$ cat src/rtl/pairop_pkg.sv
package pairop_pkg;
  parameter int DATA_W   = 8;
  parameter int IMM_W    = 6;
  parameter int ADDR_W   = 5;
  parameter int SEL_W    = 2;
  parameter int BASE_IDX = 24;

  typedef struct packed {
    logic capture;
    logic doLow;
    logic doHigh;
  } ctrl_t;
endpackage

$ cat src/rtl/pairop_ctrl.sv
module pairop_ctrl
  import pairop_pkg::*;
(
  input  logic  clk,
  input  logic  rstN,
  input  logic  start,
  output ctrl_t ctrl,
  output logic  busy,
  output logic  done
);
  typedef enum logic [1:0] {ST_IDLE, ST_LOW, ST_HIGH} state_t;
  state_t state, stateNext;

  always_comb begin
    stateNext = state;
    unique case (state)
      ST_IDLE: if (start) stateNext = ST_LOW;
      ST_LOW:  stateNext = ST_HIGH;
      ST_HIGH: stateNext = ST_IDLE;
      default: stateNext = ST_IDLE;
    endcase
  end

  always_ff @(posedge clk or negedge rstN) begin
    if (!rstN) begin
      state <= ST_IDLE;
      done  <= 1'b0;
    end else begin
      state <= stateNext;
      done  <= (state == ST_HIGH);
    end
  end

  always_comb begin
    ctrl.capture = (state == ST_IDLE) && start;
    ctrl.doLow   = (state == ST_LOW);
    ctrl.doHigh  = (state == ST_HIGH);
  end

  assign busy = (state != ST_IDLE);
endmodule

$ cat src/rtl/pairop_datapath.sv
module pairop_datapath
  import pairop_pkg::*;
(
  input  logic              clk,
  input  logic              rstN,
  input  ctrl_t             ctrl,
  input  logic              isSub,
  input  logic [SEL_W-1:0]  pairSel,
  input  logic [IMM_W-1:0]  imm,
  output logic [ADDR_W-1:0] rfRdAddr,
  input  logic [DATA_W-1:0] rfRdData,
  output logic              rfWrEn,
  output logic [ADDR_W-1:0] rfWrAddr,
  output logic [DATA_W-1:0] rfWrData,
  output logic              flagZ,
  output logic              flagC,
  output logic              flagN,
  output logic              flagV,
  output logic              flagS
);
  localparam int PAD_W = DATA_W - IMM_W;

  logic              opSub;
  logic [ADDR_W-1:0] baseIdx;
  logic [IMM_W-1:0]  immReg;
  logic              carryReg;
  logic              lowZero;

  logic [DATA_W-1:0] operandB;
  logic [DATA_W:0]   sumExt;
  logic [ADDR_W-1:0] curIdx;
  logic              newN, newV;

  // operand B: constant in the low cycle, only the carry/borrow in the high cycle
  always_comb begin
    if (ctrl.doLow) operandB = {{PAD_W{1'b0}}, immReg};
    else            operandB = {{(DATA_W-1){1'b0}}, carryReg};
    if (opSub) sumExt = {1'b0, rfRdData} - {1'b0, operandB};
    else       sumExt = {1'b0, rfRdData} + {1'b0, operandB};
  end

  assign curIdx   = baseIdx + {{(ADDR_W-1){1'b0}}, ctrl.doHigh};
  assign rfRdAddr = curIdx;
  assign rfWrAddr = curIdx;
  assign rfWrEn   = ctrl.doLow | ctrl.doHigh;
  assign rfWrData = sumExt[DATA_W-1:0];

  assign newN = sumExt[DATA_W-1];
  assign newV = opSub ? ( rfRdData[DATA_W-1] & ~newN)
                      : (~rfRdData[DATA_W-1] &  newN);

  always_ff @(posedge clk or negedge rstN) begin
    if (!rstN) begin
      opSub    <= 1'b0;
      baseIdx  <= ADDR_W'(BASE_IDX);
      immReg   <= '0;
      carryReg <= 1'b0;
      lowZero  <= 1'b0;
      flagZ    <= 1'b0;
      flagC    <= 1'b0;
      flagN    <= 1'b0;
      flagV    <= 1'b0;
      flagS    <= 1'b0;
    end else begin
      if (ctrl.capture) begin
        opSub   <= isSub;
        baseIdx <= ADDR_W'(BASE_IDX) + ADDR_W'({pairSel, 1'b0});
        immReg  <= imm;
      end
      if (ctrl.doLow) begin
        carryReg <= sumExt[DATA_W];
        lowZero  <= (sumExt[DATA_W-1:0] == '0);
      end
      if (ctrl.doHigh) begin
        flagZ <= lowZero && (sumExt[DATA_W-1:0] == '0);
        flagC <= sumExt[DATA_W];
        flagN <= newN;
        flagV <= newV;
        flagS <= newN ^ newV;
      end
    end
  end
endmodule

$ cat src/rtl/pair_imm_unit.sv
module pair_imm_unit
  import pairop_pkg::*;
(
  input  logic              clk,
  input  logic              rstN,
  input  logic              start,
  input  logic              isSub,
  input  logic [SEL_W-1:0]  pairSel,
  input  logic [IMM_W-1:0]  imm,
  output logic [ADDR_W-1:0] rfRdAddr,
  input  logic [DATA_W-1:0] rfRdData,
  output logic              rfWrEn,
  output logic [ADDR_W-1:0] rfWrAddr,
  output logic [DATA_W-1:0] rfWrData,
  output logic              busy,
  output logic              done,
  output logic              flagZ,
  output logic              flagC,
  output logic              flagN,
  output logic              flagV,
  output logic              flagS
);
  ctrl_t ctrl;

  pairop_ctrl u_ctrl (
    .clk(clk), .rstN(rstN), .start(start),
    .ctrl(ctrl), .busy(busy), .done(done)
  );

  pairop_datapath u_dp (
    .clk(clk), .rstN(rstN), .ctrl(ctrl),
    .isSub(isSub), .pairSel(pairSel), .imm(imm),
    .rfRdAddr(rfRdAddr), .rfRdData(rfRdData),
    .rfWrEn(rfWrEn), .rfWrAddr(rfWrAddr), .rfWrData(rfWrData),
    .flagZ(flagZ), .flagC(flagC), .flagN(flagN), .flagV(flagV), .flagS(flagS)
  );
endmodule

$ cat config.mk
export PLATFORM = sky130hd
export DESIGN_NAME = pair_imm_unit
export DESIGN_NICKNAME = d
export VERILOG_FILES = /design/src/rtl/pairop_pkg.sv /design/src/rtl/pairop_ctrl.sv /design/src/rtl/pairop_datapath.sv /design/src/rtl/pair_imm_unit.sv
export SDC_FILE = /design/constraint.sdc
export NUM_CORES = 1
export LEC_CHECK = 0
export BUFFER_PORTS_ARGS = -buffer_cell sky130_fd_sc_hd__buf_4
export CELL_PAD_IN_SITES_DETAIL_PLACEMENT = 2
export CELL_PAD_IN_SITES_GLOBAL_PLACEMENT = 2
export CORE_ASPECT_RATIO = 1.5
export CORE_MARGIN = 2
export CORE_UTILIZATION = 30
export CTS_BUF_LIST = sky130_fd_sc_hd__clkbuf_4
export DETAILED_ROUTE_END_ITERATION = 10
export GPL_ROUTABILITY_DRIVEN = 0
export PLACE_DENSITY_LB_ADDON = 0.12
export SLEW_MARGIN = 20
export SYNTH_ARGS = -nofsm -noshare
export SYNTH_HDL_FRONTEND = slang
export SYNTH_SLANG_ARGS = --single-unit
export TNS_END_PERCENT = 1
$ cat constraint.sdc
create_clock -name clk -period 4.45 [get_ports clk]
set_input_delay 0.89 -clock clk [delete_from_list [all_inputs] [get_ports clk]]
set_output_delay 0.89 -clock clk [all_outputs]
set_load 0.01 [all_outputs]
==> run_results.csv, run 1 <==
group,metric,value,unit
status,status,"finished clean",
routing,drtIter0Drc,20,
clock_tree,clock_latency,0.29,ns
clock_tree,cts-root-buf,"clkbuf_4",
worst_setup_path,ff2ff_path_depth,13,
worst_setup_path,cp.arrival,3.33,ns
global_routing,antenna_found_initial,0,
worst_setup_path,crit_path_end,"rfWrData[5]",
floorplanning,die_area,0.00561,sq mm
routing,wl,3990,microns
global_routing,grt_max_degree,20,
routing,viasPerCell,4.77,
timing,skew,0.00481,ns
final_layout,regMostFlops,"u_dp.immReg",
timing,worst_hold_slack,0.450,ns
worst_setup_path,critical-path-slowest-cell,"or4b_1",
floorplanning,initial_core_util,31.0,%
final_layout,syn_to_final_growth,23.0,%
timing,setup_violations,0,
global_routing,overflow,0,
floorplanning,die-width,61.8,microns
worst_setup_path,cp-start-kind,"flop",
worst_setup_path,critPathKind,"reg2out",
routing,drt_first_pass_iters,4,
worst_setup_path,reg2reg_to,"u_dp.lowZero",
synth,ys_async_sr_fraction,100,%
timing,min_period_over_period,94.7,%
synth,synth.avg_cell_area,9.06,sq um
timing,slew_viol_final,0,
synth,syn_inst,166,
clock_tree,cts.clk_slew.worst_paths,0.10,ns
clock_tree,htree_num_levels,1,
place,postPlaceCellArea,0.00178,sq mm
synth,synth-main-ff-cell,"dfrtp_1",
worst_setup_path,worst_ep_required_time,3.56,ns
worst_setup_path,worstReg2RegStart,"u_ctrl.state[1]",
worst_setup_path,max_stage_delay,0.49,ns
floorplanning,io_pins,46,
final_layout,reg_top3,"u_dp.immReg x6, u_ctrl.state x2, u_dp.baseIdx x2",
floorplanning,coreArea,0.00485,sq mm
timing,fmax,0.237,GHz
synth,synth_seq_cells,19,
final_layout,drive_gt1_share,36.9,%
worst_hold_path,holdCritPathClass,"in2async",
global_routing,grt_use_total,15.5,%
clock_tree,cts_sinks,19,
synth,synth_edf_count,0,
routing,drc,0,
worst_setup_path,crit_chain,"inv_1 > ha_2 > mux2i_2 > ha_2 > nor2_2 > xor2_1 > ha_1 > o21ai_0 > a21oi_2 > or4b_1 > nand3_2 > buf_4",
worst_setup_path,cp-end-kind,"output pin",
routing,ant_nets,0,
final_layout,num_antenna_cells,0,
place,port_buffers,41,
run,max-cap-violations,0,
worst_setup_path,cp-startpoint,"u_ctrl.state[1]",
timing,hold_violations,0,
synth,ys_types,42,
clock_tree,tritoncts,"done",
timing,min_period,4.22,ns
global_routing,grt_pass1_wl,6640,microns
final_layout,largest_reg_flops,6,
global_routing,grt_pass1_vias,1396,
floorplanning,dieHeight,90.7,microns
final_layout,fin_nets,234,
floorplanning,row_count,31,
worst_setup_path,path_common_cell,"ha_2",
synth,yosys_warnings,0,
routing,vias,1258,
clock_tree,cts_hold_buf,0,
routing,routedWlPerCell,15.1,microns
synth,yosysSeqAreaShare,31.6,%
final_layout,nFillCells,546,
clock_tree,clk_path_buf_depth,2,
worst_setup_path,path_max_fanout,6,
clock_tree,numCtsBuffers,3,
worst_setup_path,r2r_slack,0.61,ns
place,dp_hpwl,3360,microns
final_layout,final_area,0.00185,sq mm
synth,synthesis.area,0.00150,sq mm
==> routing by layer <==
metal	global-route usage (%)	share of wire [%]
met1	18.3	37
met2	27.8	59
met3	1.15	2.9
met4	5.32	1.1
met5	0	0
==> stage by stage <==
| step | setup slack [ns] | cells | TNS [ns] | util, % |
|---|---|---|---|---|
| finish | 0.235 | 264 | 0 | 38.2 |
| global route | -0.0357 | 264 | -0.0770 | 38.2 |
| CTS | 0.0577 | 262 | 0 | 37.3 |
| detailed placement | 0.425 | 258 | 0 | 36.7 |
| global placement | 0.583 | 258 | 0 | 36.7 |
| floorplan | 0.954 | 169 | 0 | - |
==> what timing repair did <==
action,in CTS,in global routing
endpoints found under the setup margin,0,3
setup buffers,0,2
hold endpoints to repair,0,0
resized for setup,0,7
==> logic make-up (layout without fill, tap and decap cells) <==
| logic type | count (synthesis) | in the layout | synth area share (%) |
|---|---|---|---|
| XOR/XNOR | 7 | 7 | 4.58 |
| AND/OR/NAND/NOR | 42 | 42 | 13.7 |
| adder cells (fa/ha/maj) | 15 | 15 | 13.0 |
| flip-flops | 19 | 19 | 31.6 |
| other | 1 | 4 | 0.249 |
| AO/OA/AOI/OAI | 37 | 37 | 15.6 |
| multiplexers | 12 | 12 | 9.07 |
| buffers and inverters | 33 | 62 | 12.2 |
==> cell usage in the layout, fill, tap and decap left out, drive strengths merged, types with 2 or more instances in the layout <==
| cell type | Yosys | routed |
|---|---|---|
| buf | 16 | 44 |
| dfrtp | 19 | 19 |
| nor2 | 16 | 16 |
| inv | 14 | 14 |
| ha | 14 | 14 |
| nand2 | 12 | 12 |
| a21oi | 12 | 12 |
| o21ai | 11 | 11 |
| mux2 | 10 | 10 |
| xor2 | 4 | 4 |
| conb | 1 | 4 |
| nand2b | 3 | 3 |
| clkbuf | 3 | 3 |
| nand3 | 3 | 3 |
| xnor2 | 3 | 3 |
| mux2i | 2 | 2 |
| o31ai | 2 | 2 |
| a21o | 2 | 2 |
| or4 | 2 | 2 |
| o22ai | 2 | 2 |
==> synth_stat cells, types with 2 or more instances <==
cell | number | share of area [%]
clkbuf_1 | 3 | 0.75
a21oi_1 | 12 | 4.0
nand2b_1 | 3 | 1.2
inv_1 | 14 | 3.5
mux2_2 | 10 | 7.5
xor2_1 | 4 | 2.3
xnor2_1 | 2 | 1.2
buf_4 | 16 | 8.0
dfrtp_1 | 19 | 32
nor2_1 | 15 | 3.7
a21o_1 | 2 | 1.0
o31ai_1 | 2 | 1.0
ha_1 | 14 | 12
nand3_1 | 2 | 0.67
nand2_1 | 12 | 3.0
o21ai_0 | 10 | 3.3
==> area by class of cell <==
type / count / area, sq um / share of cell area (%)
clock buffer: 3 / 22.5 / 1.22
inverter: 14 / 52.6 / 2.84
timing repair buffer: 44 / 330 / 17.8
tap: 66 / 82.6 / 4.46
clock inverter: 1 / 5.00 / 0.270
multi-input combinational: 117 / 882 / 47.7
sequential: 19 / 475 / 25.7
==> worst min path at each step <==
stage / to / depth (start not counted) / startpoint / slack [ns]
floorplan: u_dp.immReg[0] / 1 / u_dp.immReg[0] / 0.48
global placement: u_dp.flagZ / 2 / u_dp.lowZero / 0.51
detailed placement: u_dp.baseIdx[1] / 1 / u_dp.baseIdx[1] / 0.54
CTS: u_dp.carryReg / 1 / rstN / 0.44
global route: u_dp.carryReg / 1 / rstN / 0.44
finish: u_ctrl.state[0] / 1 / rstN / 0.45
==> worst max-delay path, delay by kind of cell (launching register included) <==
| family | cells | cell delay (ns) |
|---|---|---|
| mux | 1 | 0.30 |
| flops | 1 | 0.40 |
| simple gates | 3 | 0.66 |
| compound gates | 2 | 0.32 |
| fa+ha+maj | 3 | 0.91 |
| buf+inv | 2 | 0.27 |
| xor+xnor | 1 | 0.17 |
Power of run 1 is not shown: default switching activity piles up to over one toggle a cycle in this logic, so the estimate is an artifact.
==> run 2: changes to the inputs <==
--- a/config.mk
+++ b/config.mk
@@ -6,15 +6,15 @@
 export NUM_CORES = 1
 export LEC_CHECK = 0
 export BUFFER_PORTS_ARGS = -buffer_cell sky130_fd_sc_hd__buf_4
-export CELL_PAD_IN_SITES_DETAIL_PLACEMENT = 2
-export CELL_PAD_IN_SITES_GLOBAL_PLACEMENT = 2
-export CORE_ASPECT_RATIO = 1.5
+export CELL_PAD_IN_SITES_DETAIL_PLACEMENT = 0
+export CELL_PAD_IN_SITES_GLOBAL_PLACEMENT = 1
 export CORE_MARGIN = 2
 export CORE_UTILIZATION = 30
 export CTS_BUF_LIST = sky130_fd_sc_hd__clkbuf_4
 export DETAILED_ROUTE_END_ITERATION = 10
 export GPL_ROUTABILITY_DRIVEN = 0
 export PLACE_DENSITY_LB_ADDON = 0.12
+export SKIP_LAST_GASP = 1
 export SLEW_MARGIN = 20
 export SYNTH_ARGS = -nofsm -noshare
 export SYNTH_HDL_FRONTEND = slang
==> run 2 against run 1 <==
Net effect:
- flip-flop and latch count did not move
- cell count is 0.76% lower
- clock-buffer cell count rose by 1
- wire length is 24% lower
==> run_results.csv, run 2 (synthesis results as in run 1) <==
group,metric,value,unit
status,status,"finished clean",
routing,drc,0,
clock_tree,htree_num_levels,1,
worst_hold_path,holdCritPathClass,"in2async",
floorplanning,dieHeight,74.8,microns
floorplanning,coreArea,0.00479,sq mm
clock_tree,clk_path_buf_depth,2,
clock_tree,tritoncts,"done",
timing,skew,0.00137,ns
timing,hold_violations,0,
global_routing,grt_max_degree,20,
final_layout,final_common_cell,"buf_4",
worst_setup_path,crit_family,"compound AO/OA/AOI/OAI gates",
floorplanning,io_pins,46,
place,dp_hpwl,2530,microns
final_layout,regMostFlops,"u_dp.immReg",
worst_setup_path,max_stage_delay,0.43,ns
routing,routedWlPerCell,11.5,microns
routing,drtIter0Drc,48,
final_layout,seqCellArea,475,sq um
clock_tree,cts_hold_buf,0,
worst_setup_path,timing.critical_path.buf_inv,2,
final_layout,final_cell_mix,"buf_4 (41), dfrtp_1 (19), nor2_1 (15), inv_1 (14), ha_1 (13)",
timing,rsz0062_at_grt,"false",
worst_setup_path,critPathKind,"reg2out",
final_layout,largest_reg_flops,6,
timing,fmax,0.244,GHz
routing,vias,1199,
timing,timing.final.ws_setup,0.344,ns
global_routing,grt_use_total,11.5,%
global_routing,grt_pass1_wl,4960,microns
clock_tree,numCtsBuffers,3,
final_layout,num_antenna_cells,0,
routing,viasPerCell,4.58,
final_layout,nFillCells,515,
clock_tree,cts_setup_buffers,0,
timing,min_period,4.11,ns
place,port_buffers,41,
routing,drt_first_pass_iters,4,
timing,worst_hold_slack,0.442,ns
routing,wl,3010,microns
worst_setup_path,worst_ep_required_time,3.56,ns
worst_setup_path,cp-end-kind,"output pin",
clock_tree,cts.clk_slew.worst_paths,0.11,ns
clock_tree,clock_latency,0.29,ns
final_layout,fin_nets,231,
worst_setup_path,cp.arrival,3.22,ns
floorplanning,row_count,25,
routing,ant_nets,0,
global_routing,antenna_found_initial,0,
final_layout,final_util,38.3,%
floorplanning,die_area,0.00560,sq mm
timing,slew_viol_final,0,
final_layout,syn_to_final_growth,21.9,%
place,pre_cts_slack,0.306,ns
final_layout,multi_input_area,883,sq um
worst_setup_path,cp-start-kind,"flop",
clock_tree,cts_sinks,19,
run,max-cap-violations,0,
timing,min_period_over_period,92.3,%
clock_tree,cts-root-buf,"clkbuf_4",
worst_setup_path,path_max_fanout,14,
floorplanning,initial_core_util,31.4,%
final_layout,drive_gt1_share,33.3,%
floorplanning,die-width,74.8,microns
global_routing,grt_pass1_vias,1084,
timing,tns,0,ns
global_routing,overflow,0,
worst_setup_path,crit_chain,"inv_1 > ha_4 > mux2i_2 > and3_1 > a21oi_1 > a31o_2 > ha_1 > a2111o_1 > o21ai_2 > xnor2_4 > buf_4",
final_layout,reg_top3,"u_dp.immReg x6, u_ctrl.state x2, u_dp.baseIdx x2",
worst_setup_path,critical-path-slowest-cell,"a2111o_1",
timing,setup_violations,0,
run 2: per-stage QoR:
| stage | cells | cell area, sq um |
|---|---|---|
| 4_1_cts | 262 | 1810 |
| 6_report | 262 | 1830 |
| 3_5_place_dp | 258 | 1780 |
| 5_1_grt | 262 | 1830 |
| 2_1_floorplan | 169 | 1520 |
| 3_3_place_gp | 258 | 1780 |
run 2: timing repair:
| item | CTS | global route |
|---|---|---|
| resized for setup | 1 | 3 |
| hold endpoints to repair | 0 | 0 |
| endpoints found under the setup margin | 1 | 3 |
run 2: final cells by class:
| class | count | share of cell area, % |
|---|---|---|
| Clock buffer | 4 | 1.64 |
| Multi-Input combinational cell | 117 | 48.2 |
| Tap cell | 67 | 4.57 |
| Inverter | 14 | 2.87 |
| Timing Repair Buffer | 41 | 16.8 |
| Sequential cell | 19 | 25.9 |
run 2: per-layer routing:
layer / share of wire (%) / wire length [microns] / up-vias / track usage (%)
met5: 0 / 0 / - / 0
met4: 0.50 / 15 / 0 / 1.79
met3: 4.6 / 138 / 2 / 3.21
met2: 47 / 1410 / 26 / 17.9
met1: 48 / 1450 / 560 / 16.2
li1: - / - / 611 / -
run 2: worst paths after layout:
check	start	endpoint	slack [ns]	cells after the start
worst max register to register	u_ctrl.state[1]	u_dp.lowZero	0.75	13
worst min register to register	u_dp.flagN	u_dp.flagN	0.53	1
worst max-delay path	u_ctrl.state[1]	rfWrData[7]	0.34	11
min in group clk	u_dp.flagN	u_dp.flagN	0.53	1
worst min-delay path	rstN	u_dp.flagZ	0.44	1
max in group asynchronous	rstN	u_dp.immReg[3]	3.80	1
Power of run 2 is left out for the same reason.
